<file path="src/rtl/bmon_pkg.sv">
package bmon_pkg;
  typedef enum logic {
    ST_IDLE   = 1'b0,
    ST_SETTLE = 1'b1
  } seq_st_t;
endpackage

</file>
<file path="src/rtl/bmon_edge.sv">
module bmon_edge (
  input  logic clk,
  input  logic rst_n,
  input  logic pwr_ok,
  output logic pwr_rise
);
  logic pwr_q;
  logic pwr_d;

  always_comb begin
    pwr_d = pwr_ok;
  end

  always_ff @(posedge clk or negedge rst_n) begin
    if (!rst_n) pwr_q <= 1'b0;
    else        pwr_q <= pwr_d;
  end

  assign pwr_rise = pwr_ok & ~pwr_q;

  // a power-up edge is a single-cycle event
  p_rise_single_r1: assert property (@(posedge clk) disable iff (!rst_n)
    pwr_rise |=> !pwr_rise);
endmodule

</file>
<file path="src/rtl/bmon_interval.sv">
module bmon_interval #(
  parameter int unsigned INTERVAL_CYC = 32'd2831155200
) (
  input  logic clk,
  input  logic rst_n,
  input  logic run,
  input  logic clr,
  output logic done
);
  localparam int unsigned IW = (INTERVAL_CYC > 1) ? $clog2(INTERVAL_CYC) : 1;
  localparam logic [IW-1:0] LAST = IW'(INTERVAL_CYC - 1);

  logic [IW-1:0] cnt_q;
  logic [IW-1:0] cnt_d;
  logic          cnt_en;

  always_comb begin
    cnt_en = clr | run;
    cnt_d  = cnt_q;
    if (clr)                cnt_d = '0;
    else if (cnt_q == LAST) cnt_d = '0;
    else                    cnt_d = cnt_q + 1'b1;
  end

  always_ff @(posedge clk or negedge rst_n) begin
    if (!rst_n)      cnt_q <= '0;
    else if (cnt_en) cnt_q <= cnt_d;
  end

  assign done = run & (cnt_q == LAST);

  // expiry restarts the count from zero
  p_restart_r5: assert property (@(posedge clk) disable iff (!rst_n)
    done |=> (cnt_q == '0));
  // with power away and no restart the timer does not move
  p_frozen_r6: assert property (@(posedge clk) disable iff (!rst_n)
    (!run && !clr) |=> $stable(cnt_q));
endmodule

</file>
<file path="src/rtl/bmon_seq.sv">
module bmon_seq
  import bmon_pkg::*;
#(
  parameter int unsigned SETTLE_CYC = 64
) (
  input  logic clk,
  input  logic rst_n,
  input  logic pwr_ok,
  input  logic pwr_rise,
  input  logic tick,
  output logic idle,
  output logic start,
  output logic cmp_en,
  output logic sample_stb
);
  localparam int unsigned CW = (SETTLE_CYC > 1) ? $clog2(SETTLE_CYC) : 1;
  localparam logic [CW-1:0] LAST = CW'(SETTLE_CYC - 1);

  seq_st_t       st_q;
  seq_st_t       st_d;
  logic [CW-1:0] cnt_q;
  logic [CW-1:0] cnt_d;
  logic          at_last;

  assign at_last = (cnt_q == LAST);
  assign idle    = (st_q == ST_IDLE);
  assign start   = idle & (pwr_rise | tick);

  always_comb begin
    st_d  = st_q;
    cnt_d = cnt_q;
    unique case (st_q)
      ST_IDLE: begin
        if (start) begin
          st_d  = ST_SETTLE;
          cnt_d = '0;
        end
      end
      ST_SETTLE: begin
        if (!pwr_ok || at_last) st_d  = ST_IDLE;
        else                    cnt_d = cnt_q + 1'b1;
      end
      default: st_d = ST_IDLE;
    endcase
  end

  always_ff @(posedge clk or negedge rst_n) begin
    if (!rst_n) begin
      st_q  <= ST_IDLE;
      cnt_q <= '0;
    end else begin
      st_q  <= st_d;
      cnt_q <= cnt_d;
    end
  end

  assign cmp_en     = (st_q == ST_SETTLE);
  assign sample_stb = cmp_en & pwr_ok & at_last;

  // a power-up edge launches a test on the next cycle
  p_powerup_r1: assert property (@(posedge clk) disable iff (!rst_n)
    pwr_rise |=> cmp_en);
  // the strobe only falls inside an active test
  p_stb_in_test_r2: assert property (@(posedge clk) disable iff (!rst_n)
    sample_stb |-> cmp_en);
  // a strobe closes the test
  p_stb_ends_r2: assert property (@(posedge clk) disable iff (!rst_n)
    sample_stb |=> !cmp_en);
  // no test survives a cycle without power
  p_off_ends_r6: assert property (@(posedge clk) disable iff (!rst_n)
    !pwr_ok |=> !cmp_en);
  // no capture while power is absent
  p_off_no_stb_r7: assert property (@(posedge clk) disable iff (!rst_n)
    !pwr_ok |-> !sample_stb);
endmodule

</file>
<file path="src/rtl/bmon_flag.sv">
module bmon_flag (
  input  logic clk,
  input  logic rst_n,
  input  logic smp,
  input  logic below,
  output logic low_n
);
  logic low_q;
  logic low_d;

  always_comb begin
    low_d = low_q;
    if (smp) low_d = below;
  end

  always_ff @(posedge clk or negedge rst_n) begin
    if (!rst_n)   low_q <= 1'b0;
    else if (smp) low_q <= low_d;
  end

  assign low_n = ~low_q;

  // the flag follows the comparator at the strobe
  p_capture_r3: assert property (@(posedge clk) disable iff (!rst_n)
    smp |=> (low_n == !$past(below)));
  // the flag is sticky between strobes
  p_sticky_r4: assert property (@(posedge clk) disable iff (!rst_n)
    !smp |=> $stable(low_n));
endmodule

</file>
<file path="src/rtl/batt_watch.sv">
module batt_watch #(
  parameter int unsigned INTERVAL_CYC = 32'd2831155200,
  parameter int unsigned SETTLE_CYC   = 64
) (
  input  logic clk,
  input  logic rst_n,
  input  logic pwr_ok,
  input  logic batt_below,
  output logic cmp_en,
  output logic sample_stb,
  output logic batt_low_n
);
  logic pwr_rise;
  logic tick;
  logic idle;
  logic start;
  logic run;

  assign run = pwr_ok & idle;

  bmon_edge u_edge (
    .clk      (clk),
    .rst_n    (rst_n),
    .pwr_ok   (pwr_ok),
    .pwr_rise (pwr_rise)
  );

  bmon_interval #(.INTERVAL_CYC(INTERVAL_CYC)) u_interval (
    .clk   (clk),
    .rst_n (rst_n),
    .run   (run),
    .clr   (start),
    .done  (tick)
  );

  bmon_seq #(.SETTLE_CYC(SETTLE_CYC)) u_seq (
    .clk        (clk),
    .rst_n      (rst_n),
    .pwr_ok     (pwr_ok),
    .pwr_rise   (pwr_rise),
    .tick       (tick),
    .idle       (idle),
    .start      (start),
    .cmp_en     (cmp_en),
    .sample_stb (sample_stb)
  );

  bmon_flag u_flag (
    .clk   (clk),
    .rst_n (rst_n),
    .smp   (sample_stb),
    .below (batt_below),
    .low_n (batt_low_n)
  );

  // starts are only taken while no test runs
  p_start_idle_r2: assert property (@(posedge clk) disable iff (!rst_n)
    start |-> !cmp_en);
endmodule

</file>
<file path="config.mk">
export PLATFORM = sky130hd
export DESIGN_NAME = batt_watch
export DESIGN_NICKNAME = d
export VERILOG_FILES = /design/src/rtl/bmon_pkg.sv /design/src/rtl/bmon_edge.sv /design/src/rtl/bmon_interval.sv /design/src/rtl/bmon_seq.sv /design/src/rtl/bmon_flag.sv /design/src/rtl/batt_watch.sv
export SDC_FILE = /design/constraint.sdc
export NUM_CORES = 1
export LEC_CHECK = 0
export BUFFER_PORTS_ARGS = -buffer_cell sky130_fd_sc_hd__buf_2
export CORE_ASPECT_RATIO = 0.75
export CORE_UTILIZATION = 65
export CTS_BUF_LIST = sky130_fd_sc_hd__clkbuf_4
export DETAILED_ROUTE_END_ITERATION = 10
export PLACE_DENSITY = 0.83
export SLEW_MARGIN = 20
export SYNTH_ARGS = -nofsm -noshare
export SYNTH_HDL_FRONTEND = slang
export SYNTH_SLANG_ARGS = --single-unit
</file>
<file path="constraint.sdc">
create_clock -name clk -period 6.15 [get_ports clk]
set_clock_uncertainty 0.1 [all_clocks]
set_input_delay 0.615 -clock clk [delete_from_list [all_inputs] [get_ports clk]]
set_output_delay 0.615 -clock clk [all_outputs]
set_load 0.02 [all_outputs]
</file>
==> metrics <==
status=finished clean; setup_tns=0 ns; chip height=52.7 um; main flop type after synthesis=dfrtp_1; leakage=0.915 nW; Seq/Total Area, Yosys=46.1%; gpl congestion=0.984; Post-Syn Area=2220 um2; residual DRC count=0; worst skew pair latency=0.35 ns; DR vias/cell=6.22; global-route wire length before repair=7.38 mm; Avg Inst Size Synth=9.88 um2; Synth warnings=0; most frequent cell after synthesis=dfrtp_1; element type at the critical path end=register; part of the power in registers=61.7%; Top delay family on crit path=simple AND/OR/NAND/NOR gates; port bufs=6; Worst EP arrival=2.80 ns; Synth top cells by count=dfrtp_1, nand2_1, xnor2_1; Worst path max stage delay=0.52 ns; Global Route met3 Usage=6.54%; Clk pwr share=29.3%; PostCTS Resize Cnt=0; area grow syn2layout=3.04%; ANT cells=0; Int Pwr=0.355 mW; via count=1691; wire length per cell=16.4 um; Relative slew margins=42.5%; WP buf/inv=0; number of levels in the clock H-tree=2; Worst Hold Class=in2async; Yosys top cell by area=dfrtp_1; Detailed Place HPWL=3.13 mm; Die X=69.5 um; Post-synth EDFFs=0; Initial Util=72.1%; final hold vios=0; CTS Sinks=41; CP required=6.34 ns; largest net degree at the start of global routing=42; M1 GR Usage=36.1%; Peak VDD IR=158 uV; placed cell count=264; core area=3080 um2; DRT Wirelength=4.45 mm; die footprint=3660 um2; Slowest cell on crit path=and2_4; Syn Nets=231; grt ovf=0; Tcrit/Tclk final=42.4%; GRT Resource Usage Total=26.8%; clk root buf=clkbuf_4; Synth area leaders=dfrtp_1, xnor2_1, nor2_2, xor2_1, nand2_1; FFs w/ async S/R, synth=100%; RSZ-0062 raised after global routing=no; Final Critical Period=2.61 ns; top cell type's share of synthesized area=46.1%; Final Max Tran Viols=0; Post-CTS Setup Inserts=0; Fmax=383 MHz; vias in the first global route=1598; max cap viols=0; Setup CP Type=reg2reg; power per cell area=210 nW/um2; 1st-iter DRT viols=115; row count=17; CP cell instances=ha_1 -> nand3_1 -> or4_4 -> o31ai_4 -> and2_4 -> or2_2; CP max FO=34; Antenna Violating Nets Remaining=0; switching part of the total=26.1%; worst hold slack=0.267 ns; Setup crit start kind=register; CTS tree=yes; Final Non-Filler Cells=272; Yosys reg bits=41; CTS max path bufs=2; Worst-path clk slew=0.12 ns; Initial DRT Pass Iterations=4; GR Util met2=42.1%; Final nets=239; combinational share of power=9.0%; ratio of cells with drive above 1 in the final layout=17.5%; Synth cell types=37; initial antenna violation count=0; Num CTS Buffers=5; # IOs=7; post-synthesis cell count=225; Net Switching=0.125 mW; hold buffer count at CTS=0; Tightest Pin Transition=0.862 ns; GR peak layer=met2; Final Setup Violations=0
cells in the final DEF, fill, tap and decap left out, types with 3 or more instances in the layout:
cell / netlist / final
xor2_1: 10 / 10
nand4_1: 12 / 12
clkbuf_4: 0 / 8
buf_2: 0 / 6
dfrtp_1: 41 / 41
or2_2: 4 / 4
inv_1: 3 / 3
and4_1: 4 / 4
nor4_1: 11 / 11
nor2_1: 16 / 16
and3_1: 4 / 4
nand3_1: 14 / 14
xnor2_1: 21 / 21
nor3_1: 5 / 5
nand2b_1: 4 / 4
nand2_1: 22 / 22
nor2_2: 20 / 20
o21ai_0: 7 / 7
power by group through the flow:
| stage | logic [mW] | clock network [mW] | registers, mW |
|---|---|---|---|
| finish | 0.0431 | 0.141 | 0.296 |
| detailed placement | 0.0419 | 0 | 0.301 |
| floorplan | 0.0339 | 0 | 0.298 |
| global placement | 0.0413 | 0 | 0.299 |
| CTS | 0.0426 | 0.142 | 0.295 |
| global route | 0.0494 | 0.149 | 0.298 |
worst reg2reg max path, cell delays in order (launching register included):
cell and delay [ns]:
dfrtp_1 0.47, ha_1 0.33, nand3_1 0.11, or4_4 0.51
o31ai_4 0.31, and2_4 0.52, or2_2 0.20
layer usage:
| metal | share of wire, % | wire [um] |
|---|---|---|
| met5 | 0 | 0 |
| met4 | 1.7 | 74 |
| met3 | 4.9 | 217 |
| met2 | 44 | 1980 |
| met1 | 49 | 2180 |
flip-flops by register name, indices dropped and copies added, names as in the netlist:
signal,cells
u_interval.cnt_q,32
u_seq.cnt_q,6
u_edge.pwr_q,1
u_flag.low_q,1
u_seq.cmp_en,1
final cells by class:
class                           instances  area [um2]
Clock buffer                            8        60.1
Fill cell                             221         793
Inverter                                3        11.3
Multi-Input combinational cell        176        1120
Sequential cell                        41        1030
Tap cell                               38        47.5
Timing Repair Buffer                    6        30.0
path summary, 6_finish.rpt:
path | startpoint | endpoint | slack, ns | cells after the start
worst max-delay path | u_interval.cnt_q[0] | u_seq.cmp_en | 3.54 | 6
worst min-delay path | rst_n | u_interval.cnt_q[25] | 0.27 | 1
worst max register to register | u_interval.cnt_q[0] | u_seq.cmp_en | 3.54 | 6
worst min register to register | u_flag.low_q | u_flag.low_q | 0.45 | 2
max in group asynchronous | rst_n | u_seq.cnt_q[1] | 5.15 | 1
min in group clk | pwr_ok | u_edge.pwr_q | 0.34 | 1
metrics by stage:
step | power, mW | setup slack [ns] | area (um2) | utilization [%]
floorplan | 0.332 | 3.97 | 2220 | -
global placement | 0.341 | 3.76 | 2230 | 72.3
detailed placement | 0.342 | 3.64 | 2230 | 72.3
CTS | 0.480 | 3.61 | 2290 | 74.3
global route | 0.497 | 3.44 | 2290 | 74.3
finish | 0.480 | 3.54 | 2290 | 74.3
kinds of logic after synthesis:
group | share of synthesized area, %
buffers and inverters | 3.66
DFF | 46.1
adders and majority gates | 1.13
AOI/OAI and AO/OA | 4.39
and+or+nand+nor | 32.5
xor gates and xnor gates | 12.2
No activity file was read; power rests on OpenSTA's default activity.
